`src/rtl/tbcap_pkg.sv`:
```
package tbcap_pkg;
  localparam int NPRI = 3;
  localparam int NGP  = 2;
  localparam int NCH  = NPRI + NGP + 1;

  localparam logic [3:0] A_BASE  = 4'h0;
  localparam logic [3:0] A_CAP0  = 4'h1;
  localparam logic [3:0] A_EDGE  = 4'h4;
  localparam logic [3:0] A_FLAG  = 4'h5;
  localparam logic [3:0] A_MODE  = 4'h6;
  localparam logic [3:0] A_GPCNT = 4'h7;
  localparam logic [3:0] A_GPRLD = 4'h8;
  localparam logic [3:0] A_XCFG  = 4'h9;
  localparam logic [3:0] A_XCAP  = 4'hA;

  // field positions
  localparam int EDGE_IEN_LSB = 4;
  localparam int MODE_CAP     = 0;
  localparam int MODE_RUN     = 1;
  localparam int MODE_FALLLSB = 2;
  localparam int MODE_IENLSB  = 4;
  localparam int XCFG_FALL    = 0;
  localparam int XCFG_IEN     = 1;
  localparam int XCFG_EN      = 2;

  // fall = 0 -> rising edge, fall = 1 -> falling edge
  function automatic logic edge_seen(input logic prev, input logic cur, input logic fall);
    return fall ? (prev & ~cur) : (~prev & cur);
  endfunction
endpackage

```
`src/rtl/tbcap_edge.sv`:
```
module tbcap_edge import tbcap_pkg::*; #(
  parameter int STAGES = 2
) (
  input  logic clk,
  input  logic rst_n,
  input  logic pin,
  input  logic fall_sel,
  output logic hit
);
  logic [STAGES:0] sh_q;

  always_ff @(posedge clk or negedge rst_n) begin
    if (!rst_n) sh_q <= '0;
    else        sh_q <= {sh_q[STAGES-1:0], pin};
  end

  assign hit = edge_seen(sh_q[STAGES], sh_q[STAGES-1], fall_sel);
endmodule

```
`src/rtl/tbcap_timebase.sv`:
```
module tbcap_timebase #(
  parameter int W   = 16,
  parameter int DIV = 16
) (
  input  logic         clk,
  input  logic         rst_n,
  output logic         tick,
  output logic [W-1:0] base
);
  localparam int PW = (DIV > 1) ? $clog2(DIV) : 1;
  localparam logic [PW-1:0] PLAST = PW'(DIV - 1);

  function automatic logic [W-1:0] base_next(input logic [W-1:0] b, input logic t);
    return t ? b + 1'b1 : b;
  endfunction

  logic [PW-1:0] pre_q;

  assign tick = (pre_q == PLAST);

  always_ff @(posedge clk or negedge rst_n) begin
    if (!rst_n) begin
      pre_q <= '0;
      base  <= '0;
    end else begin
      pre_q <= tick ? '0 : pre_q + 1'b1;
      base  <= base_next(base, tick);
    end
  end
endmodule

```
`src/rtl/tbcap_gptimer.sv`:
```
module tbcap_gptimer #(
  parameter int W = 16
) (
  input  logic         clk,
  input  logic         rst_n,
  input  logic         cap_mode,
  input  logic         run,
  input  logic         wr_cnt,
  input  logic         wr_rld,
  input  logic [W-1:0] wdata,
  input  logic         ev_cnt,
  input  logic         ev_rld,
  input  logic [W-1:0] base,
  output logic [W-1:0] cnt,
  output logic [W-1:0] rld
);
  function automatic logic [W-1:0] down_next(input logic [W-1:0] c, input logic [W-1:0] r);
    return (c == '0) ? r : c - 1'b1;
  endfunction

  always_ff @(posedge clk or negedge rst_n) begin
    if (!rst_n) begin
      cnt <= '0;
      rld <= '0;
    end else if (cap_mode) begin
      if (ev_cnt) cnt <= base;
      if (ev_rld) rld <= base;
    end else begin
      if (wr_cnt)   cnt <= wdata;
      else if (run) cnt <= down_next(cnt, rld);
      if (wr_rld)   rld <= wdata;
    end
  end
endmodule

```
`src/rtl/tbcap_top.sv`:
```
module tbcap_top import tbcap_pkg::*; #(
  parameter int W    = 16,
  parameter int DIV  = 16,
  parameter int SYNC = 2
) (
  input  logic            clk,
  input  logic            rst_n,
  input  logic            bus_wr,
  input  logic [3:0]      bus_addr,
  input  logic [W-1:0]    bus_wdata,
  output logic [W-1:0]    bus_rdata,
  input  logic [NPRI-1:0] evt_pin,
  input  logic [NGP-1:0]  gp_pin,
  input  logic            ext_pin,
  output logic [NCH-1:0]  irq
);
  logic            tb_tick;
  logic [W-1:0]    base_q;
  logic [NPRI-1:0] pri_fall, pri_ien;
  logic            cap_mode, gp_run;
  logic [NGP-1:0]  gp_fall, gp_ien;
  logic            ext_fall, ext_ien, ext_en;
  logic [NCH-1:0]  pin_all, fall_all, ien_all, qual, pin_hit, cap_ev, flag_clr;
  logic [NPRI-1:0][W-1:0] cap_q;
  logic [W-1:0]    ext_cap_q, gp_cnt, gp_rld;

  function automatic logic wsel(input logic wr, input logic [3:0] a, input logic [3:0] t);
    return wr && (a == t);
  endfunction

  tbcap_timebase #(.W(W), .DIV(DIV)) u_base (
    .clk(clk), .rst_n(rst_n), .tick(tb_tick), .base(base_q)
  );

  assign pin_all  = {ext_pin, gp_pin, evt_pin};
  assign fall_all = {ext_fall, gp_fall, pri_fall};
  assign ien_all  = {ext_ien, gp_ien, pri_ien};
  assign qual     = {ext_en, {NGP{cap_mode}}, {NPRI{1'b1}}};

  generate
    for (genvar c = 0; c < NCH; c++) begin : g_edge
      tbcap_edge #(.STAGES(SYNC)) u_edge (
        .clk(clk), .rst_n(rst_n), .pin(pin_all[c]),
        .fall_sel(fall_all[c]), .hit(pin_hit[c])
      );
    end
  endgenerate

  assign cap_ev   = pin_hit & qual;
  assign flag_clr = wsel(bus_wr, bus_addr, A_FLAG) ? bus_wdata[NCH-1:0] : '0;

  always_ff @(posedge clk or negedge rst_n) begin
    if (!rst_n) begin
      pri_fall <= '0; pri_ien <= '0;
      cap_mode <= 1'b0; gp_run <= 1'b0; gp_fall <= '0; gp_ien <= '0;
      ext_fall <= 1'b0; ext_ien <= 1'b0; ext_en <= 1'b0;
      irq      <= '0;
    end else begin
      if (wsel(bus_wr, bus_addr, A_EDGE)) begin
        pri_fall <= bus_wdata[NPRI-1:0];
        pri_ien  <= bus_wdata[EDGE_IEN_LSB +: NPRI];
      end
      if (wsel(bus_wr, bus_addr, A_MODE)) begin
        cap_mode <= bus_wdata[MODE_CAP];
        gp_run   <= bus_wdata[MODE_RUN];
        gp_fall  <= bus_wdata[MODE_FALLLSB +: NGP];
        gp_ien   <= bus_wdata[MODE_IENLSB +: NGP];
      end
      if (wsel(bus_wr, bus_addr, A_XCFG)) begin
        ext_fall <= bus_wdata[XCFG_FALL];
        ext_ien  <= bus_wdata[XCFG_IEN];
        ext_en   <= bus_wdata[XCFG_EN];
      end
      irq <= (irq & ~flag_clr) | (cap_ev & ien_all);
    end
  end

  generate
    for (genvar i = 0; i < NPRI; i++) begin : g_cap
      always_ff @(posedge clk or negedge rst_n) begin
        if (!rst_n)         cap_q[i] <= '0;
        else if (cap_ev[i]) cap_q[i] <= base_q;
      end
    end
  endgenerate

  always_ff @(posedge clk or negedge rst_n) begin
    if (!rst_n)              ext_cap_q <= '0;
    else if (cap_ev[NCH-1])  ext_cap_q <= base_q;
  end

  tbcap_gptimer #(.W(W)) u_gp (
    .clk(clk), .rst_n(rst_n), .cap_mode(cap_mode), .run(gp_run),
    .wr_cnt(wsel(bus_wr, bus_addr, A_GPCNT)),
    .wr_rld(wsel(bus_wr, bus_addr, A_GPRLD)),
    .wdata(bus_wdata), .ev_cnt(cap_ev[NPRI]), .ev_rld(cap_ev[NPRI+1]),
    .base(base_q), .cnt(gp_cnt), .rld(gp_rld)
  );

  always_comb begin
    bus_rdata = '0;
    case (bus_addr)
      A_BASE:  bus_rdata = base_q;
      A_CAP0:  bus_rdata = cap_q[0];
      4'h2:    bus_rdata = cap_q[1];
      4'h3:    bus_rdata = cap_q[2];
      A_EDGE: begin
        bus_rdata[NPRI-1:0]             = pri_fall;
        bus_rdata[EDGE_IEN_LSB +: NPRI] = pri_ien;
      end
      A_FLAG:  bus_rdata[NCH-1:0] = irq;
      A_MODE: begin
        bus_rdata[MODE_CAP]             = cap_mode;
        bus_rdata[MODE_RUN]             = gp_run;
        bus_rdata[MODE_FALLLSB +: NGP]  = gp_fall;
        bus_rdata[MODE_IENLSB +: NGP]   = gp_ien;
      end
      A_GPCNT: bus_rdata = gp_cnt;
      A_GPRLD: bus_rdata = gp_rld;
      A_XCFG: begin
        bus_rdata[XCFG_FALL] = ext_fall;
        bus_rdata[XCFG_IEN]  = ext_ien;
        bus_rdata[XCFG_EN]   = ext_en;
      end
      A_XCAP:  bus_rdata = ext_cap_q;
      default: bus_rdata = '0;
    endcase
  end
endmodule

```
`config.mk`:
```
export PLATFORM = sky130hd
export DESIGN_NAME = tbcap_top
export DESIGN_NICKNAME = d
export VERILOG_FILES = /design/src/rtl/tbcap_pkg.sv /design/src/rtl/tbcap_edge.sv /design/src/rtl/tbcap_timebase.sv /design/src/rtl/tbcap_gptimer.sv /design/src/rtl/tbcap_top.sv
export SDC_FILE = /design/constraint.sdc
export NUM_CORES = 1
export LEC_CHECK = 0
export ABC_AREA = 1
export BUFFER_PORTS_ARGS = -buffer_cell sky130_fd_sc_hd__buf_4
export CORE_ASPECT_RATIO = 1.5
export CORE_MARGIN = 2
export CORE_UTILIZATION = 35
export DETAILED_ROUTE_END_ITERATION = 10
export PLACE_DENSITY = 0.5
export SYNTH_ARGS = -nofsm -noshare
export SYNTH_HDL_FRONTEND = slang
export SYNTH_SLANG_ARGS = --single-unit
```
`constraint.sdc`:
```
create_clock -name clk -period 3.2 [get_ports clk]
set_input_delay 0 -clock clk [delete_from_list [all_inputs] [get_ports clk]]
set_output_delay 0 -clock clk [all_outputs]
set_load 0.05 [all_outputs]
```
==> impl_metrics.py <==
metrics = {
    "outcome": {
        "outcome": "finished clean",
    },
    "timing": {
        "fmax_mhz": 506,
        "rsz0062_at_grt": "no",
        "post-route-period-util_pct": 61.8,
        "fin_worst_hold_slack_ns": 0.00915,
        "fin_setup_tns_ns": 0,
        "setup_viol": 0,
        "hold_violations": 0,
        "tightest_slew_ns": 1.15,
        "max_slew_margin_pct": 22.9,
        "finClkSkew_ns": 0.00588,
        "fin_crit_ns": 1.98,
        "drv_slew": 0,
    },
    "synth": {
        "syn_avg_cell_area_um2": 7.98,
        "synth_area_um2": 7690,
        "synth_seq_cells": 155,
        "synthCells": 964,
        "ys_types": 37,
        "synthesis.nets": 997,
        "synth_warnings": 0,
        "ys_seq_area_share_pct": 50.4,
    },
    "layout": {
        "final_cell_mix": "nand2_1 (229), dfrtp_1 (155), inv_1 (126)",
        "nNetsFinal": 1054,
        "num_antenna_cells": 0,
        "area_delta_synth_final_pct": 18.1,
        "layout_commonest_cell": "nand2_1",
        "seq_area_um2": 3880,
        "n_fill_cell": 2279,
        "layout-drive-gt1-share_pct": 11.7,
        "multi_input_area_um2": 3110,
        "fin_area_um2": 9090,
    },
    "global_routing": {
        "grt_pass1_vias": 6205,
        "gr-total-overflow": 0,
        "grt_max_degree": 77,
        "grt_usage_pct": 19.8,
        "grt_pass1_wl_um": 35300,
        "antenna_found_initial": 0,
    },
    "floorplanning": {
        "dieArea_um2": 23200,
        "die_h_um": 186,
        "pin_count": 51,
        "coreArea_um2": 21600,
        "rows": 66,
        "die_x_um": 125,
        "initial_core_util_pct": 35.6,
    },
    "cts": {
        "hold_buffers": 22,
        "clkTransAtPathRegs_ns": 0.06,
        "clk-insertion-delay-late_ns": 0.43,
        "cts_buffers": 17,
        "cts_root_buf": "clkbuf_16",
        "htreeDepth": 4,
        "cts_num_sinks": 155,
        "cts_buffer_depth": 2,
        "post_cts_buffers": 0,
        "ctsResizeCount": 0,
        "cts_tree": "done",
    },
    "drt": {
        "drt-pass1-iter-count": 5,
        "vias": 6509,
        "post-route-drc-count": 0,
        "via_per_inst": 4.99,
        "ant_nets": 0,
        "drt_iter0_markers": 512,
        "wl_um": 22800,
        "wire_per_inst_um": 17.5,
    },
    "critical_path": {
        "worstSetupPathType": "reg -> reg",
        "cp-start-kind": "flip-flop",
        "crit_path_top_delay_cell": "dfrtp_1",
        "critPathMaxFanout": 18,
        "end_kind": "flip-flop",
        "slowest_delay_ns": 0.39,
        "crit_buf_inv": 2,
        "critPathRequiredTime_ns": 3.55,
        "crit_family": "simple AND/OR/NAND/NOR gates",
        "worstPathArrival_ns": 2.33,
        "worstPathCellList": "inv_1, ha_1, nand3_1, nor2_4, nand2_4, inv_2, nand2_1, nand3_1, nand2_1, a21oi_1",
    },
    "run": {
        "max-cap-violations": 0,
    },
    "place": {
        "hpwl_um": 16600,
        "gp_congestion": 0.841,
        "port_buffers": 50,
        "place_area_um2": 8270,
    },
    "worst_hold_path": {
        "min_path_type": "in -> reg",
    },
    "power": {
        "p_per_area_nw_per_um2": 688,
        "p_leak_uw": 0.00430,
        "ir_worst_vdd_v": 0.000258,
    },
}
-- power by group --
group	internal (uW)	switching, uW	total (uW)
logic	509	1080	1590
clock network	1300	784	2080
registers	2290	287	2580
total	4100	2150	6250
-- per-stage QoR --
step / util (%) / worst slack [ns] / cells / total power (uW)
floorplan: - / 1.64 / 964 / 3640
global placement: 38.2 / 1.22 / 1252 / 4170
detailed placement: 38.2 / 1.25 / 1252 / 4170
CTS: 42.0 / 1.23 / 1304 / 6300
global route: 42.0 / 1.08 / 1304 / 6610
finish: 42.0 / 1.22 / 1304 / 6250
-- tightest hold or removal path, delay by kind of cell --
| family | cells | cell delay (ns) |
|---|---|---|
| buffers and inverters | 2 | 0.21 |
| AOI/OAI and AO/OA | 1 | 0.18 |
-- Yosys cell counts (all sizes together) --
library cell | number | area [um^2]
a221oi | 8 | 70.1
a21oi | 54 | 270
mux2 | 4 | 45.0
nand4 | 6 | 37.5
xor2 | 21 | 184
o2111ai | 1 | 8.76
inv | 135 | 509
nand3 | 43 | 220
dfrtp | 155 | 3880
or2 | 1 | 6.26
o21bai | 1 | 7.51
buf | 17 | 114
a22o | 1 | 8.76
o31ai | 1 | 7.51
o22ai | 32 | 200
nand2 | 235 | 902
a211oi | 5 | 37.5
ha | 4 | 50.1
nor2 | 85 | 372
a22oi | 1 | 7.51
a31oi | 3 | 18.8
o21ai | 123 | 619
clkbuf | 22 | 82.6
nor3 | 3 | 15.0
o211ai | 3 | 22.5
-- final timing paths --
check | startpoint | end | slack, ns | cells after the start
max | u_gp.cnt[0] | u_gp.cnt[8] | 1.22 | 10
min reg2reg | g_edge[3].u_edge.sh_q[0] | g_edge[3].u_edge.sh_q[1] | 0.35 | 0
min in group asynchronous | rst_n | cap_q[14] | 0.19 | 2
min | bus_wdata[0] | cap_mode | 0.009 | 3
max reg2reg | u_gp.cnt[0] | u_gp.cnt[8] | 1.22 | 10
max in group asynchronous | rst_n | g_edge[5].u_edge.sh_q[0] | 2.12 | 3
-- cell type report --
| cell class | count | area share (%) |
|---|---|---|
| Clock buffer | 23 | 5.37 |
| Clock inverter | 7 | 1.25 |
| Inverter | 135 | 5.60 |
| Multi-Input combinational cell | 635 | 34.2 |
| Sequential cell | 155 | 42.7 |
| Tap cell | 272 | 3.74 |
| Timing Repair Buffer | 77 | 7.14 |
-- logic make-up (layout without fill, tap and decap cells) --
kind of cell | Yosys count | in the layout | share of synthesized area (%)
simple gates | 373 | 373 | 20.2
flops | 155 | 155 | 50.4
compound gates | 233 | 233 | 16.6
xor+xnor | 21 | 21 | 2.39
mux | 4 | 4 | 0.585
fa+ha+maj | 4 | 4 | 0.650
buf+inv | 174 | 242 | 9.17
-- per-layer routing --
layer | global-route usage [%] | vias to the layer above | part of all wire, %
met5 | 0 | - | 0
met4 | 6.71 | 0 | 1.9
met3 | 2.93 | 33 | 3.2
met2 | 33.7 | 139 | 49
met1 | 26.0 | 3114 | 46
li1 | - | 3223 | -
-- flip-flops by register name, indices dropped and copies added, names as in the netlist, 2 cells and up --
signal              cells
pri_fall                3
u_gp.rld               16
pri_ien                 3
cap_q                  48
gp_fall                 2
gp_ien                  2
g_edge.u_edge.sh_q     18
u_base.base            16
u_base.pre_q            4
irq                     6
u_gp.cnt               16
ext_cap_q              16
No activity file was read; power rests on OpenSTA's default activity.
